<file path="config.mk">
export PLATFORM = sky130hd
export DESIGN_NAME = rtc_update_irq
export DESIGN_NICKNAME = d
export VERILOG_FILES = /design/src/rtl/rtc_upd_pkg.sv /design/src/rtl/rtc_subsec_ctr.sv /design/src/rtl/rtc_index_port.sv /design/src/rtl/rtc_upd_regs.sv /design/src/rtl/rtc_update_irq.sv
export SDC_FILE = /design/constraint.sdc
export NUM_CORES = 1
export LEC_CHECK = 0
export BUFFER_PORTS_ARGS = -buffer_cell sky130_fd_sc_hd__buf_2
export CORE_MARGIN = 2
export CORE_UTILIZATION = 58
export DETAILED_ROUTE_END_ITERATION = 10
export GPL_TIMING_DRIVEN = 0
export HOLD_SLACK_MARGIN = 0.02
export PLACE_DENSITY = 0.79
export SETUP_SLACK_MARGIN = 0.15
export SLEW_MARGIN = 20
export SYNTH_ARGS = -nofsm -noshare
export SYNTH_HDL_FRONTEND = slang
export SYNTH_HIERARCHICAL = 1
export SYNTH_SLANG_ARGS = --single-unit
</file>
<file path="constraint.sdc">
create_clock -name clk -period 2.5 [get_ports clk]
set_clock_uncertainty 0.1 [all_clocks]
set_input_delay 0.5 -clock clk [delete_from_list [all_inputs] [get_ports clk]]
set_output_delay 0.5 -clock clk [all_outputs]
set_load 0.01 [all_outputs]
</file>
<file path="src/rtl/rtc_upd_pkg.sv">
package rtc_upd_pkg;
    localparam int unsigned DATA_W = 8;

    localparam logic [DATA_W-1:0] IDX_STAT = 8'h0A;
    localparam logic [DATA_W-1:0] IDX_CTRL = 8'h0B;
    localparam logic [DATA_W-1:0] IDX_FLAG = 8'h0C;

    localparam int unsigned STAT_BUSY_BIT = 7;
    localparam int unsigned CTRL_FRZ_BIT  = 7;
    localparam int unsigned CTRL_UEN_BIT  = 4;
    localparam int unsigned FLAG_REQ_BIT  = 7;
    localparam int unsigned FLAG_UPD_BIT  = 4;

    localparam logic [DATA_W-2:0] STAT_RESET = 7'h26;

    typedef struct packed {
        logic [DATA_W-2:0] stat_low;
        logic [DATA_W-1:0] ctrl;
        logic              upd_flag;
        logic              req_flag;
    } upd_state_t;
endpackage

</file>
<file path="src/rtl/rtc_subsec_ctr.sv">
module rtc_subsec_ctr #(
    parameter int unsigned TICKS_PER_SEC = 1000000,
    parameter int unsigned UIP_LEAD      = 244,
    localparam int unsigned POS_W        = $clog2(TICKS_PER_SEC)
) (
    input  logic clk,
    input  logic rst_n,
    input  logic tick,
    output logic at_boundary,
    output logic in_window
);
    localparam logic [POS_W-1:0] LAST_POS  = POS_W'(TICKS_PER_SEC - 1);
    localparam logic [POS_W-1:0] WIN_START = POS_W'(TICKS_PER_SEC - UIP_LEAD);

    logic [POS_W-1:0] pos_d, pos_q;

    always_comb begin
        pos_d = pos_q;
        if (tick) begin
            pos_d = (pos_q == LAST_POS) ? '0 : pos_q + 1'b1;
        end
        at_boundary = tick && (pos_q == LAST_POS);
        in_window   = (pos_q >= WIN_START);
    end

    always_ff @(posedge clk) begin
        if (!rst_n) pos_q <= '0;
        else        pos_q <= pos_d;
    end


    wrap_to_zero_chk: assert property (@(posedge clk) disable iff (!rst_n)
        at_boundary |=> (pos_q == '0));

    pos_range_chk: assert property (@(posedge clk) disable iff (!rst_n)
        pos_q <= LAST_POS);

    idle_hold_chk: assert property (@(posedge clk) disable iff (!rst_n)
        !tick |=> $stable(pos_q));
endmodule

</file>
<file path="src/rtl/rtc_index_port.sv">
module rtc_index_port
    import rtc_upd_pkg::*;
(
    input  logic              clk,
    input  logic              rst_n,
    input  logic              port_sel,
    input  logic              port_wr,
    input  logic              port_rd,
    input  logic [DATA_W-1:0] port_wdata,
    output logic              data_wr,
    output logic              data_rd,
    output logic              hit_stat,
    output logic              hit_ctrl,
    output logic              hit_flag
);
    logic [DATA_W-1:0] idx_d, idx_q;

    always_comb begin
        idx_d = idx_q;
        if (port_wr && !port_sel) idx_d = port_wdata;
        data_wr  = port_wr && port_sel;
        data_rd  = port_rd && port_sel && !port_wr;
        hit_stat = (idx_q == IDX_STAT);
        hit_ctrl = (idx_q == IDX_CTRL);
        hit_flag = (idx_q == IDX_FLAG);
    end

    always_ff @(posedge clk) begin
        if (!rst_n) idx_q <= '0;
        else        idx_q <= idx_d;
    end


    idx_hold_chk: assert property (@(posedge clk) disable iff (!rst_n)
        !(port_wr && !port_sel) |=> $stable(idx_q));

    one_target_chk: assert property (@(posedge clk) disable iff (!rst_n)
        $onehot0({hit_stat, hit_ctrl, hit_flag}));
endmodule

</file>
<file path="src/rtl/rtc_upd_regs.sv">
module rtc_upd_regs
    import rtc_upd_pkg::*;
(
    input  logic              clk,
    input  logic              rst_n,
    input  logic              at_boundary,
    input  logic              in_window,
    input  logic              data_wr,
    input  logic              data_rd,
    input  logic              hit_stat,
    input  logic              hit_ctrl,
    input  logic              hit_flag,
    input  logic [DATA_W-1:0] wdata,
    output logic [DATA_W-1:0] rdata,
    output logic              irq
);
    upd_state_t st_d, st_q;
    logic frozen, uen, busy;

    always_comb begin
        st_d   = st_q;
        frozen = st_q.ctrl[CTRL_FRZ_BIT];
        uen    = st_q.ctrl[CTRL_UEN_BIT];
        busy   = in_window && !frozen;

        rdata = '0;
        if (hit_stat) begin
            rdata = {busy, st_q.stat_low};
        end else if (hit_ctrl) begin
            rdata = st_q.ctrl;
        end else if (hit_flag) begin
            rdata[FLAG_REQ_BIT] = st_q.req_flag;
            rdata[FLAG_UPD_BIT] = st_q.upd_flag;
        end

        if (data_wr && hit_stat) st_d.stat_low = wdata[DATA_W-2:0];
        if (data_wr && hit_ctrl) begin
            st_d.ctrl = wdata;
            if (wdata[CTRL_UEN_BIT] && !uen && st_q.upd_flag) st_d.req_flag = 1'b1;
        end
        if (data_rd && hit_flag) begin
            st_d.upd_flag = 1'b0;
            st_d.req_flag = 1'b0;
        end
        if (at_boundary && !frozen) begin
            st_d.upd_flag = 1'b1;
            if (uen) st_d.req_flag = 1'b1;
        end
        irq = st_q.req_flag;
    end

    always_ff @(posedge clk) begin
        if (!rst_n) begin
            st_q.stat_low <= STAT_RESET;
            st_q.ctrl     <= '0;
            st_q.upd_flag <= 1'b0;
            st_q.req_flag <= 1'b0;
        end else begin
            st_q <= st_d;
        end
    end


    flag_on_boundary_chk: assert property (@(posedge clk) disable iff (!rst_n)
        at_boundary && !frozen |=> st_q.upd_flag);

    irq_on_boundary_chk: assert property (@(posedge clk) disable iff (!rst_n)
        at_boundary && !frozen && uen |=> irq);

    irq_level_hold_chk: assert property (@(posedge clk) disable iff (!rst_n)
        irq && !(data_rd && hit_flag) |=> irq);

    flag_read_clear_chk: assert property (@(posedge clk) disable iff (!rst_n)
        data_rd && hit_flag && !at_boundary |=> !st_q.upd_flag && !irq);

    freeze_blocks_chk: assert property (@(posedge clk) disable iff (!rst_n)
        at_boundary && frozen && !st_q.upd_flag |=> !st_q.upd_flag);

    late_enable_chk: assert property (@(posedge clk) disable iff (!rst_n)
        data_wr && hit_ctrl && wdata[CTRL_UEN_BIT] && !uen && st_q.upd_flag |=> irq);
endmodule

</file>
<file path="src/rtl/rtc_update_irq.sv">
module rtc_update_irq
    import rtc_upd_pkg::*;
#(
    parameter int unsigned TICKS_PER_SEC = 1000000,
    parameter int unsigned UIP_LEAD      = 244
) (
    input  logic              clk,
    input  logic              rst_n,
    input  logic              us_tick,
    input  logic              port_sel,
    input  logic              port_wr,
    input  logic              port_rd,
    input  logic [DATA_W-1:0] port_wdata,
    output logic [DATA_W-1:0] port_rdata,
    output logic              irq
);
    logic at_boundary, in_window;
    logic data_wr, data_rd, hit_stat, hit_ctrl, hit_flag;

    rtc_subsec_ctr #(
        .TICKS_PER_SEC(TICKS_PER_SEC),
        .UIP_LEAD     (UIP_LEAD)
    ) u_ctr (
        .clk        (clk),
        .rst_n      (rst_n),
        .tick       (us_tick),
        .at_boundary(at_boundary),
        .in_window  (in_window)
    );

    rtc_index_port u_port (
        .clk       (clk),
        .rst_n     (rst_n),
        .port_sel  (port_sel),
        .port_wr   (port_wr),
        .port_rd   (port_rd),
        .port_wdata(port_wdata),
        .data_wr   (data_wr),
        .data_rd   (data_rd),
        .hit_stat  (hit_stat),
        .hit_ctrl  (hit_ctrl),
        .hit_flag  (hit_flag)
    );

    rtc_upd_regs u_regs (
        .clk        (clk),
        .rst_n      (rst_n),
        .at_boundary(at_boundary),
        .in_window  (in_window),
        .data_wr    (data_wr),
        .data_rd    (data_rd),
        .hit_stat   (hit_stat),
        .hit_ctrl   (hit_ctrl),
        .hit_flag   (hit_flag),
        .wdata      (port_wdata),
        .rdata      (port_rdata),
        .irq        (irq)
    );
endmodule

</file>
Yosys cells after proc, flatten, opt, wreduce, memory -nomap -nowiden
Cells that the tools add are included.
{"block": "word_totals", "regBits": 45, "output_inout_bits": 9}
{"block": "op_classes", "addsub": 1, "order_cmp": 1, "n_eq_ne": 4, "n_mux": 13, "reduce_logical": 17}
{"cell": "$eq A8 B4 Y1 const B", "n": 3}
{"cell": "$add A20 B1 Y20 const B", "n": 1}
{"cell": "$eq A20 B20 Y1 const B", "n": 1}
{"cell": "$ge A20 B20 Y1 const B", "n": 1}
{"cell": "$mux W20", "n": 1}
{"cell": "$logic_and A1 B1 Y1", "n": 12}
{"cell": "$mux W8", "n": 1}
{"cell": "$mux W1", "n": 7}
{"cell": "$mux W2", "n": 3}
{"cell": "$logic_not A1 Y1", "n": 4}
{"cell": "$mux W4", "n": 1}
{"cell": "$reduce_bool A2 Y1", "n": 1}

Depth between registers and ports, before layout
{"block": "logic_depth", "word_depth": 8, "ltp_mapped": 8, "mapped_depth_nobuf": 7}

Cells and area by module
Netlist, hierarchy kept.
{"module": "rtc_subsec_ctr", "instances": 1, "cells_each": 118, "area_each_um2": 1026.0, "seq_area_each_um2": 400.4}
{"module": "rtc_upd_regs", "instances": 1, "cells_each": 107, "area_each_um2": 837.1, "seq_area_each_um2": 340.3}
{"module": "rtc_index_port", "instances": 1, "cells_each": 46, "area_each_um2": 382.9, "seq_area_each_um2": 160.2}

Worst setup path after synthesis
Ideal clock, no wire load.
{"block": "synth_path", "path_type": "register -> output", "start": "register u_port.idx_q[5]", "end": "output port_rdata[0]", "arrival_ns": 1.727, "t_required_ns": 1.900, "path_slack_ns": 0.173, "stages_incl_launch_ff": 7, "path_buffers": 2, "cell_sequence": "dfxtp_1 or4b_1 nor4_1 buf_6 buf_6 nand2_1 o21ai_0"}
{"block": "synth_via", "elab_chain_len": 3}
{"item": "start, declared", "line": "rtc_index_port.sv:16", "text": "logic [DATA_W-1:0] idx_d, idx_q;"}
{"item": "start signal, assigned", "line": "rtc_index_port.sv:30", "text": "else idx_q <= idx_d;"}
{"item": "$eq A8 B4 Y1", "line": "rtc_index_port.sv:24", "text": "hit_ctrl = (idx_q == IDX_CTRL);"}
{"item": "named net hit_ctrl", "line": "rtc_update_irq.sv:18", "text": "logic data_wr, data_rd, hit_stat, hit_ctrl, hit_flag;"}
{"item": "$mux W4", "line": "rtc_upd_regs.sv:29", "text": "end else if (hit_ctrl) begin"}
{"item": "$mux W8", "line": "rtc_upd_regs.sv:27", "text": "if (hit_stat) begin"}
{"item": "end, declared", "line": "rtc_update_irq.sv:14", "text": "output logic [DATA_W-1:0] port_rdata,"}
The timed path passes the listed nets, and every way through them passes these cells.

Final worst setup path
{"block": "layout_path", "start": "register u_port.idx_q[5]", "end": "output port_rdata[7]"}
{"item": "$eq A8 B4 Y1", "line": "rtc_index_port.sv:24"}
{"item": "named net hit_ctrl", "line": "rtc_update_irq.sv:18"}
{"item": "$mux W1", "line": "rtc_upd_regs.sv:29"}
{"item": "$mux W8", "line": "rtc_upd_regs.sv:27"}
The timed path passes the listed nets, and every way through them passes these cells.

==> impl_metrics.py <==
metrics = {
    "routing": {
        "ant_nets": 0,
        "drc": 0,
        "drtPass1Iterations": 5,
        "vias": 2164,
        "wl_per_cell_um": 16.0,
        "routed_wl_um": 5880,
        "viasPerCell": 5.90,
        "first_iter_violations": 200,
    },
    "logic_synthesis": {
        "synth_nets": 287,
        "synth_edf_count": 0,
        "synth_sequential_area_ratio": 0.401,
        "synth_cells": 271,
        "synth_ff_type": "dfxtp_1",
        "synth_area_leaders": "dfxtp_1 40%, nand2_1 10%, nand3_1 4.7%",
        "synth_area_leader_cell": "dfxtp_1",
        "synth_top_area_share": 0.401,
        "synth_seq_cells": 45,
        "syn-cell-area_mm2": 0.00225,
        "synthArstFlopShare": 0,
        "syn_area_per_cell_um2": 8.29,
        "ys_types": 46,
        "synth_warnings": 6,
    },
    "power_and_ir_drop": {
        "leakage_nw": 1.06,
        "swShare": 0.233,
        "ir_drop_mv": 0.375,
        "p_comb_frac": 0.065,
        "p_total_w": 0.00125,
        "power.density_mw_per_mm2": 459,
        "seqPwrFrac": 0.589,
        "pwr-share-clk": 0.346,
        "p_sw_w": 0.000291,
        "p_int_w": 0.000958,
    },
    "clock_network": {
        "root_buffer": "clkbuf_8",
        "numCtsBuffers": 5,
        "htreeDepth": 2,
        "clk_pin_slew_worst_paths_ps": 80,
        "insertion_delay_ps": 290,
        "cts_tree": "yes",
        "clock_path_buffers": 2,
        "cts.sinks": 45,
    },
    "setup_path": {
        "critPathMaxStageDelay_ps": 570,
        "r2r_setup_slack_ps": -160,
        "crit_chain": "or4b_4 > nor4_4 > buf_6 > and3b_1 > a21oi_1 > o22ai_1 > buf_2",
        "critPathKind": "reg -> out",
        "r2r-start": "u_port/idx_q[5]$_SDFFE_PN0P_",
        "cp_max_fo": 7,
        "reg2reg_to": "u_regs/irq$_SDFF_PN0_",
        "cp_data_arrival_time_ps": 2190,
        "cp-end-kind": "output pin",
        "crit_required_ps": 1900,
        "ff2ff_path_depth": 16,
        "crit_path_top_delay_cell": "or4b_4",
        "cp-start-kind": "register",
    },
    "timing": {
        "slew_headroom": 0.753,
        "slew_viol_final": 0,
        "rsz0062_at_grt": "true",
        "min_period_ps": 2790,
        "hold_viol": 0,
        "fin_ws_ps": -290,
        "max_freq_mhz": 358,
        "tightest_slew_ps": 367,
        "setup_violations": 9,
        "fin_crit_sh": 1.12,
    },
    "placement": {
        "hpwl_um": 3320,
        "port_buffers": 22,
        "dp_cells": 341,
        "place_congestion": 0.810,
        "place_ws_ps": -130,
    },
    "min_path": {
        "holdPathStages": 2,
        "holdCritPathClass": "reg -> reg",
        "worstHoldStart": "u_regs/st_q[4]$_SDFFE_PN0N_",
        "hold_path_end": "u_regs/st_q[4]$_SDFFE_PN0N_",
    },
    "outcome": {
        "outcome": "complete, but fails checks",
        "failed_checks": "negative setup slack",
    },
    "die": {
        "rows": 22,
        "die_w_um": 66.2,
        "start_util": 0.609,
        "ios": 23,
        "die_area_mm2": 0.00439,
        "die_h_um": 66.2,
        "core_mm2": 0.00369,
    },
    "layout": {
        "antenna_cells": 0,
        "area_growth_syn_to_layout_pct": 21.2,
        "seq_area_um2": 902,
        "post-route-util": 0.738,
        "final-instance-count-excl-fill": 367,
        "drive_gt1_frac": 0.254,
        "n_fill_cell": 295,
        "nets": 334,
        "multi_input_comb_area_mm2": 0.00126,
    },
    "flow_run": {
        "timing.max_cap.violations": 0,
    },
    "grt": {
        "gr-usage-all-layers": 0.270,
        "grt_max_degree": 14,
        "grt.overflow.total": 0,
        "grt_pass1_vias": 2023,
        "grt_antenna_before_repair": 0,
        "grt_first_pass_wirelength_um": 9090,
    },
}
-- per-layer routing --
metal / GRT usage / wire [um]
met5: 0 / 0
met4: 0.140 / 219
met3: 0.0494 / 447
met2: 0.440 / 2770
met1: 0.338 / 2440
-- stage by stage --
stage                     TNS (ps)  hold slack (ps)  area, um2
after floorplan                  0              330       2250
after global placement        -496              341       2420
after detailed placement      -635              347       2420
after CTS                    -1160              349       2680
after global routing         -2280              372       2720
final                        -1650              355       2720
-- power by group through the flow --
stage          Combinational, W  Sequential (W)  Clock, W
2_1_floorplan         0.0000455        0.000749         0
3_3_place_gp          0.0000728        0.000751         0
3_5_place_dp          0.0000738        0.000751         0
4_1_cts               0.0000779        0.000736  0.000441
5_1_grt               0.0000879        0.000738  0.000464
6_report              0.0000814        0.000736  0.000432
-- cells by family after synthesis --
| logic type | share of synthesized area |
|---|---|
| AO/OA/AOI/OAI | 0.141 |
| XOR/XNOR | 0.0429 |
| adder cells (fa/ha/maj) | 0.0111 |
| buffers and inverters | 0.0546 |
| flip-flops | 0.401 |
| multiplexers | 0.0401 |
| AND/OR/NAND/NOR | 0.309 |
-- synth_stat cells, types with 2 or more instances --
| cell | n |
|---|---|
| a21oi_2 | 2 |
| dfxtp_1 | 45 |
| a21oi_1 | 7 |
| nand2b_1 | 2 |
| nor4_1 | 4 |
| o31ai_1 | 2 |
| buf_6 | 4 |
| and2_1 | 2 |
| nand3_2 | 2 |
| clkbuf_1 | 2 |
| nand4_1 | 4 |
| o21ai_0 | 11 |
| or3_1 | 5 |
| nor3_1 | 5 |
| a21boi_1 | 3 |
| xor2_1 | 7 |
| xnor2_1 | 4 |
| nor2_1 | 15 |
| and3b_1 | 2 |
| or4b_1 | 2 |
| inv_1 | 4 |
| and3_1 | 3 |
| mux2i_1 | 9 |
| nand2_1 | 62 |
| a21boi_0 | 8 |
| nand3_1 | 21 |
| and4_1 | 3 |
| a21boi_2 | 3 |
| buf_4 | 2 |
| or4_4 | 2 |
| buf_2 | 8 |
| ha_1 | 2 |
-- layout make-up --
| cell class | count | share of cell area |
|---|---|---|
| clock buffers | 7 | 0.0280 |
| multi-input cells | 206 | 0.465 |
| repair buffers | 40 | 0.104 |
| inverters | 4 | 0.00551 |
| well taps | 48 | 0.0221 |
| plain buffers | 16 | 0.0418 |
| clock inverters | 1 | 0.00276 |
| flip-flops and latches | 45 | 0.331 |
-- critical path, delay by kind of cell, from the launching register on --
family                 cells  cell delay, ps
buffers and inverters      2             330
AND/OR/NAND/NOR            3             980
flip-flops                 1             330
AO/OA/AOI/OAI              2             260
-- what timing repair did --
action	4_1_cts	5_1_grt
pin swaps	1	1
resized for setup	18	8
setup buffers	15	3
hold buffers	0	0
setup endpoints to repair	8	9
-- registers in the layout, indices dropped and copies added (netlist names) --
register,count
u_ctr/pos_q,20
u_regs/st_q,15
u_port/idx_q,8
u_regs/frozen,1
u_regs/irq,1
-- worst max-delay path by stage --
| stage | startpoint | to | slack (ps) | cells after the start |
|---|---|---|---|---|
| 2_1_floorplan | u_port/idx_q[5]$_SDFFE_PN0P_ | port_rdata[0] | 170 | 6 |
| 3_3_place_gp | u_port/idx_q[5]$_SDFFE_PN0P_ | port_rdata[5] | -120 | 7 |
| 3_5_place_dp | u_port/idx_q[5]$_SDFFE_PN0P_ | port_rdata[7] | -130 | 7 |
| 4_1_cts | u_port/idx_q[5]$_SDFFE_PN0P_ | port_rdata[7] | -200 | 7 |
| 5_1_grt | u_port/idx_q[5]$_SDFFE_PN0P_ | port_rdata[7] | -310 | 7 |
| 6_report | u_port/idx_q[5]$_SDFFE_PN0P_ | port_rdata[7] | -290 | 7 |
-- placed cells by master (no fill, tap or decap), types with 3 or more instances in the layout --
| cell type | n |
|---|---|
| clkbuf_8 | 5 |
| buf_4 | 11 |
| a21oi_2 | 3 |
| nand2_1 | 62 |
| buf_6 | 13 |
| inv_1 | 4 |
| and4_1 | 3 |
| nand3_1 | 21 |
| o21ai_0 | 6 |
| xnor2_1 | 4 |
| a21oi_1 | 6 |
| or3_1 | 5 |
| nor3_1 | 5 |
| nand4_1 | 4 |
| a21boi_1 | 3 |
| dfxtp_1 | 44 |
| o21ai_1 | 4 |
| mux2i_1 | 9 |
| and3_1 | 3 |
| clkbuf_1 | 4 |
| buf_2 | 29 |
| xor2_1 | 7 |
| nor2_1 | 15 |
| a21boi_2 | 3 |
| a21boi_0 | 8 |
(Power assumes the default switching activity.)
